**src/rtl/lcd_bp_pkg.sv**
```systemverilog
package lcd_bp_pkg;
  typedef enum logic [1:0] {
    TM_NORMAL  = 2'b00,
    TM_BLANK   = 2'b01,
    TM_FILL    = 2'b10,
    TM_CHECKER = 2'b11
  } seg_test_e;
endpackage

```
**src/rtl/lcd_bp_divider.sv**
```systemverilog
module lcd_bp_divider #(
  parameter int DIV_LOG2 = 8
) (
  input  logic clk,
  input  logic rst_n,
  input  logic tick,
  output logic bp_int
);
  logic [DIV_LOG2-1:0] cnt_q, cnt_d;

  always_comb begin
    cnt_d = cnt_q;
    if (tick) cnt_d = cnt_q + 1'b1;
  end

  always_ff @(posedge clk or negedge rst_n) begin
    if (!rst_n) cnt_q <= '0;
    else        cnt_q <= cnt_d;
  end

  assign bp_int = cnt_q[DIV_LOG2-1];


  hold_without_tick_chk: assert property (@(posedge clk) disable iff (!rst_n)
    !tick |=> $stable(bp_int));
endmodule

```
**src/rtl/lcd_bp_src_sel.sv**
```systemverilog
module lcd_bp_src_sel (
  input  logic clk,
  input  logic rst_n,
  input  logic bp_int,
  input  logic bp_ext,
  input  logic bp_sel,
  output logic bp_src
);
  logic s1_q, s2_q;

  always_ff @(posedge clk or negedge rst_n) begin
    if (!rst_n) begin
      s1_q <= 1'b0;
      s2_q <= 1'b0;
    end else begin
      s1_q <= bp_ext;
      s2_q <= s1_q;
    end
  end

  assign bp_src = bp_sel ? s2_q : bp_int;
endmodule

```
**src/rtl/lcd_bp_activity_mon.sv**
```systemverilog
module lcd_bp_activity_mon #(
  parameter int WIN_CYCLES = 100000
) (
  input  logic clk,
  input  logic rst_n,
  input  logic bp,
  output logic fault
);
  localparam int CW = $clog2(WIN_CYCLES + 1);
  localparam logic [CW-1:0] LAST = CW'(WIN_CYCLES - 1);

  logic          prev_q;
  logic [CW-1:0] cnt_q, cnt_d;
  logic          fault_q, fault_d, armed_q, armed_d;
  logic          edge_seen;

  assign edge_seen = (bp != prev_q);

  always_comb begin
    cnt_d   = cnt_q;
    fault_d = fault_q;
    armed_d = armed_q;
    if (edge_seen) begin
      cnt_d = '0;
      if (fault_q) begin
        if (armed_q) begin
          fault_d = 1'b0;
          armed_d = 1'b0;
        end else begin
          armed_d = 1'b1;
        end
      end
    end else if (cnt_q == LAST) begin
      fault_d = 1'b1;
      armed_d = 1'b0;
    end else begin
      cnt_d = cnt_q + 1'b1;
    end
  end

  always_ff @(posedge clk or negedge rst_n) begin
    if (!rst_n) begin
      prev_q  <= 1'b0;
      cnt_q   <= '0;
      fault_q <= 1'b0;
      armed_q <= 1'b0;
    end else begin
      prev_q  <= bp;
      cnt_q   <= cnt_d;
      fault_q <= fault_d;
      armed_q <= armed_d;
    end
  end

  assign fault = fault_q;


  cnt_bound_chk: assert property (@(posedge clk) disable iff (!rst_n)
    cnt_q <= LAST);

  fault_rise_chk: assert property (@(posedge clk) disable iff (!rst_n)
    $rose(fault_q) |-> $past(cnt_q) == LAST);

  fault_clear_chk: assert property (@(posedge clk) disable iff (!rst_n)
    $fell(fault_q) |-> $past(armed_q));
endmodule

```
**src/rtl/lcd_seg_phase.sv**
```systemverilog
module lcd_seg_phase #(
  parameter int NSEG = 80
) (
  input  logic                    bp,
  input  logic                    blank,
  input  lcd_bp_pkg::seg_test_e   mode,
  input  logic [NSEG-1:0]         data,
  output logic [NSEG-1:0]         seg
);
  import lcd_bp_pkg::*;

  logic [NSEG-1:0] alt, lit;

  for (genvar i = 0; i < NSEG; i++) begin : g_alt
    assign alt[i] = ((i % 2) == 0);
  end

  always_comb begin
    unique case (mode)
      TM_NORMAL:  lit = data;
      TM_BLANK:   lit = '0;
      TM_FILL:    lit = '1;
      TM_CHECKER: lit = alt;
      default:    lit = '0;
    endcase
    if (blank) lit = '0;
  end

  assign seg = {NSEG{bp}} ^ lit;
endmodule

```
**src/rtl/lcd_bp_seg_drv.sv**
```systemverilog
module lcd_bp_seg_drv #(
  parameter int NSEG       = 80,
  parameter int DIV_LOG2   = 8,
  parameter int WIN_CYCLES = 100000
) (
  input  logic            clk,
  input  logic            rst_n,
  input  logic            osc_tick,
  input  logic            bp_ext,
  input  logic            bp_sel,
  input  logic [NSEG-1:0] seg_data,
  input  logic [1:0]      test_mode,
  output logic            bp_out,
  output logic [NSEG-1:0] seg_out
);
  import lcd_bp_pkg::*;

  logic rs1_q, rs2_q, rst_i_n;
  logic bp_int, bp_src, fault;

  always_ff @(posedge clk or negedge rst_n) begin
    if (!rst_n) begin
      rs1_q <= 1'b0;
      rs2_q <= 1'b0;
    end else begin
      rs1_q <= 1'b1;
      rs2_q <= rs1_q;
    end
  end
  assign rst_i_n = rs2_q;

  lcd_bp_divider #(.DIV_LOG2(DIV_LOG2)) div_i (
    .clk(clk), .rst_n(rst_i_n), .tick(osc_tick), .bp_int(bp_int));

  lcd_bp_src_sel sel_i (
    .clk(clk), .rst_n(rst_i_n), .bp_int(bp_int), .bp_ext(bp_ext),
    .bp_sel(bp_sel), .bp_src(bp_src));

  lcd_bp_activity_mon #(.WIN_CYCLES(WIN_CYCLES)) mon_i (
    .clk(clk), .rst_n(rst_i_n), .bp(bp_src), .fault(fault));

  lcd_seg_phase #(.NSEG(NSEG)) phase_i (
    .bp(bp_src), .blank(fault), .mode(seg_test_e'(test_mode)),
    .data(seg_data), .seg(seg_out));

  assign bp_out = bp_src;


  blank_follows_bp_chk: assert property (@(posedge clk) disable iff (!rst_i_n)
    fault |-> seg_out == {NSEG{bp_out}});

  mode_blank_chk: assert property (@(posedge clk) disable iff (!rst_i_n)
    test_mode == 2'b01 |-> seg_out == {NSEG{bp_out}});

  mode_fill_chk: assert property (@(posedge clk) disable iff (!rst_i_n)
    (test_mode == 2'b10 && !fault) |-> seg_out == ~{NSEG{bp_out}});
endmodule

```
**config.mk**
```make
export PLATFORM = sky130hd
export DESIGN_NAME = lcd_bp_seg_drv
export DESIGN_NICKNAME = d
export VERILOG_FILES = /design/src/rtl/lcd_bp_pkg.sv /design/src/rtl/lcd_bp_divider.sv /design/src/rtl/lcd_bp_src_sel.sv /design/src/rtl/lcd_bp_activity_mon.sv /design/src/rtl/lcd_seg_phase.sv /design/src/rtl/lcd_bp_seg_drv.sv
export SDC_FILE = /design/constraint.sdc
export NUM_CORES = 1
export LEC_CHECK = 0
export BUFFER_PORTS_ARGS = -buffer_cell sky130_fd_sc_hd__buf_2
export CAP_MARGIN = 20
export CORE_MARGIN = 2
export CORE_UTILIZATION = 40
export DETAILED_ROUTE_END_ITERATION = 16
export PLACE_DENSITY = 0.85
export SYNTH_ARGS = -nofsm -noshare
export SYNTH_HDL_FRONTEND = slang
export SYNTH_SLANG_ARGS = --single-unit
```
**constraint.sdc**
```tcl
create_clock -name clk -period 2.6 [get_ports clk]
set_input_delay 0.52 -clock clk [delete_from_list [all_inputs] [get_ports clk]]
set_output_delay 0.52 -clock clk [all_outputs]
set_load 0.1 [all_outputs]
```
==> results of run 1 <==
[synth_stat cells (all sizes together)]
cell type / count
clkbuf: 16
nand2: 7
nor2: 18
and4bb: 2
inv: 3
nor3: 3
nor2b: 1
buf: 10
o21ai: 45
nand4: 9
a31o: 1
nor4b: 2
nand2b: 1
and4: 3
mux2: 1
or2: 1
a21oi: 42
xor2: 7
a31oi: 3
ha: 2
nand3: 5
xnor2: 92
conb: 1
a211oi: 2
mux2i: 3
nor4: 1
or3: 2
dfrtp: 32
and3: 2
[metrics by stage]
stage | setup WS (ns) | instances | TNS [ns] | hold WS [ns] | utilization
after floorplan | -0.154 | 317 | -1.44 | 0.224 | -
after global placement | 0.213 | 560 | 0 | 0.250 | 0.958
after detailed placement | 0.122 | 560 | 0 | 0.268 | 0.958
[cells by family after synthesis]
kind of cell	after synthesis	share of synthesized area
adders and majority gates	2	0.00917
DFF	32	0.293
buffers and inverters	29	0.0541
muxes	4	0.0197
AOI/OAI and AO/OA	93	0.175
and+or+nand+nor	57	0.124
other	1	0.00137
xor gates and xnor gates	99	0.323
==> results.json, run 1 <==
{
  "cts_setup_buffers": 1,
  "start_util": 0.408,
  "cts_buffers": 5,
  "placed_cell_area_mm2": 0.00640,
  "yosysWarningCount": 0,
  "yosysUniqueCellTypes": 38,
  "ys_ff_latch": 32,
  "holdBufCountCts": 1,
  "syn_area_mm2": 0.00273,
  "postSynthCellCount": 317,
  "die_h_um": 86.6,
  "synth_area_leaders": "dfrtp_1 29%, xnor2_1 29%, o21ai_0 8.1%",
  "syn_nets": 406,
  "stop_error": "[ERROR DPL-0033] detailed placement checks failed during check placement.",
  "seq_area_frac_synth": 0.293,
  "cts.sinks": 32,
  "cts_buffer_depth": 2,
  "root_buffer": "clkbuf_8",
  "portBuffers": 167,
  "globalplace.congestion": 0.793,
  "dp_hpwl_um": 11600,
  "netlist.area_leader.share": 0.293,
  "cts_resized": 7,
  "rows": 30,
  "h-tree-depth": 2,
  "yosysTopAreaCell": "dfrtp_1",
  "syn_area_per_cell_um2": 8.61,
  "haltStage": "clock tree synthesis (4_1_cts)",
  "status": "did not finish",
  "io_pins": 168,
  "die_w_um": 86.6
}
==> run 2, diff against run 1 <==
Settings changed: CORE_UTILIZATION 40 to 25, PLACE_DENSITY 0.85 to not set, PLACE_DENSITY_LB_ADDON set to 0.15.
==> run 2 against run 1 <==
Against the previous run: the run now ends clean; synthesized cell count is the same; synthesized area did not move.
==> results.json, run 2 <==
{
  "clk_pin_slew_ns": 0.06,
  "postSynthCellCount": 317,
  "period_minus_slack_ns": 2.45,
  "synth_flop_cell": "dfrtp_1",
  "synth-edff-count": 0,
  "detail-route-antenna-nets": 0,
  "rows": 38,
  "max-cap-violations": 0,
  "netlist.area_leader.share": 0.293,
  "cts.sinks": 32,
  "vias": 2884,
  "post_drt_wl_per_cell_um": 15.5,
  "post-route-util": 0.605,
  "critPathKind": "reg2out",
  "grt_max_degree": 41,
  "slew_headroom": 0.620,
  "cpMaxStageDelayCell": "dfrtp_1",
  "synth_area_leaders": "dfrtp_1 29%, xnor2_1 29%, o21ai_0 8.1%",
  "status": "completed",
  "placed_cell_area_mm2": 0.00639,
  "drt_wl_total_um": 9610,
  "core_mm2": 0.0107,
  "portBuffers": 167,
  "worst-path-buf-inv": 2,
  "place_ws_ns": 0.00795,
  "cts_buffers": 5,
  "firstDrtPassIters": 4,
  "grt_pass1_wl_um": 15900,
  "largest_register_ffs": 17,
  "nFillCells": 902,
  "globalplace.congestion": 0.797,
  "h-tree-depth": 2,
  "reg_top3": "mon_i.cnt_q x17, div_i.cnt_q x8",
  "syn_area_mm2": 0.00273,
  "layout_commonest_cell": "buf_2",
  "tritoncts": "built",
  "insertedDiodeCount": 0,
  "grt_use_total": 0.171,
  "syn_nets": 406,
  "syn_area_per_cell_um2": 8.61,
  "ir_drop_uv": 425,
  "synth.most_common_cell": "xnor2_1",
  "finalHoldViolCount": 0,
  "cpLargestDelayFamily": "flip-flops",
  "yosysWarningCount": 0,
  "worst_pin_slew_ns": 0.564,
  "yosysUniqueCellTypes": 38,
  "mostFrequentLayoutCells": "87 x buf_2, 86 x buf_12, 70 x xnor2_4",
  "fin_area_mm2": 0.00650,
  "rsz0062_at_grt": "false",
  "async_flop_share": 1.00,
  "cp.arrival_ns": 1.93,
  "fin_ws_ns": 0.152,
  "hp-class": "in2async",
  "fin_hold_ws_ns": 0.0131,
  "skew_ns": 0.00653,
  "drc_errors": 0,
  "yosysTopAreaCell": "dfrtp_1",
  "required_ns": 2.08,
  "dp_hpwl_um": 7850,
  "worstPathMaxFanout": 32,
  "holdBufCountCts": 0,
  "grt_antenna_before_repair": 0,
  "cp.depth": 5,
  "drv_slew": 0,
  "cp-end-kind": "output pin",
  "leakage_nw": 2.68,
  "cts_buffer_depth": 2,
  "final_nets": 568,
  "root_buffer": "clkbuf_8",
  "die-area_mm2": 0.0118,
  "max_freq_ghz": 0.408,
  "ys_ff_latch": 32,
  "finalSetupViolations": 0,
  "die_h_um": 108,
  "seq_area_frac_synth": 0.293,
  "regMostFlops": "mon_i.cnt_q",
  "drt-initial-drc-count": 84,
  "synthTopCellsByCount": "91 x xnor2_1, 44 x o21ai_0, 42 x a21oi_1",
  "overflow": 0,
  "power.density_mw_per_mm2": 595,
  "rr_worst_depth": 5,
  "post_route_cells_drive_above_1_share": 0.583,
  "min_period_over_period": 0.942,
  "syn2layout_area_growth_pct": 138,
  "max_stage_delay_ns": 0.50,
  "path_cells": "nor2_4 > buf_6 > o21ai_0 > xnor2_4 > buf_12",
  "die_w_um": 108,
  "start_kind": "register",
  "post_drt_via_cell_ratio": 4.65,
  "grt_pass1_vias": 2905,
  "total_power_mw": 3.86,
  "clk_latency_ns": 0.28,
  "start_util": 0.254,
  "io_pins": 168
}
==> run 2: what timing repair did <==
item / in CTS / in global routing
cloned: 1 / 0
buffers inserted: 0 / 0
gates resized for setup: 2 / 8
endpoints found under the setup margin: 40 / 20
==> run 2: cells by family after synthesis <==
| group | share of synthesized area |
|---|---|
| flip-flops | 0.293 |
| multiplexers | 0.0197 |
| XOR/XNOR | 0.323 |
| AO/OA/AOI/OAI | 0.175 |
| adder cells (fa/ha/maj) | 0.00917 |
| buffers and inverters | 0.0541 |
| other | 0.00137 |
| AND/OR/NAND/NOR | 0.124 |
==> run 2: metal layers <==
metal | global-route usage | part of all wire | wire length, um
met5 | 0 | 0 | 0
met2 | 0.311 | 0.56 | 5380
met3 | 0.0344 | 0.064 | 617
met4 | 0.0256 | 0.0087 | 84
met1 | 0.211 | 0.37 | 3530
==> run 2: worst register-to-register path: stages (launching register included) <==
cell and delay, ns:
dfrtp_1 0.40, ha_1 0.24, and4_1 0.37, nand4_4 0.21
a211oi_1 0.28, a31o_1 0.12
==> run 2: worst paths after layout <==
kind / startpoint / to / slack, ns
max: mon_i.fault / seg_out[21] / 0.15
min: rst_n / rs1_q / 0.01
max reg2reg: mon_i.cnt_q[0] / mon_i.cnt_q[5] / 0.93
min reg2reg: rs2_q / mon_i.cnt_q[3] / 0.25
max in group asynchronous: rs2_q / div_i.cnt_q[3] / 2.07
min in group clk: sel_i.s1_q / sel_i.s2_q / 0.34
==> run 2: power breakdown <==
part | internal (mW) | total [mW] | switching (mW)
registers | 0.579 | 0.655 | 0.0764
logic | 1.09 | 2.82 | 1.73
clock network | 0.216 | 0.389 | 0.173
total | 1.89 | 3.86 | 1.98
==> run 2: area by class of cell <==
type,instances,area [um^2],area share
clock buffer,8,90.1,0.0139
tap,140,175,0.0270
multi-input combinational,257,3200,0.492
inverter,3,18.8,0.00289
timing repair buffer,180,2210,0.341
sequential,32,801,0.123
==> run 2: metrics by stage <==
step	TNS, ns	std cells
detailed placement	0	611
finish	0	620
floorplan	-1.44	317
CTS	0	620
global route	0	620
global placement	0	611
No activity file was read; power rests on OpenSTA's default activity.
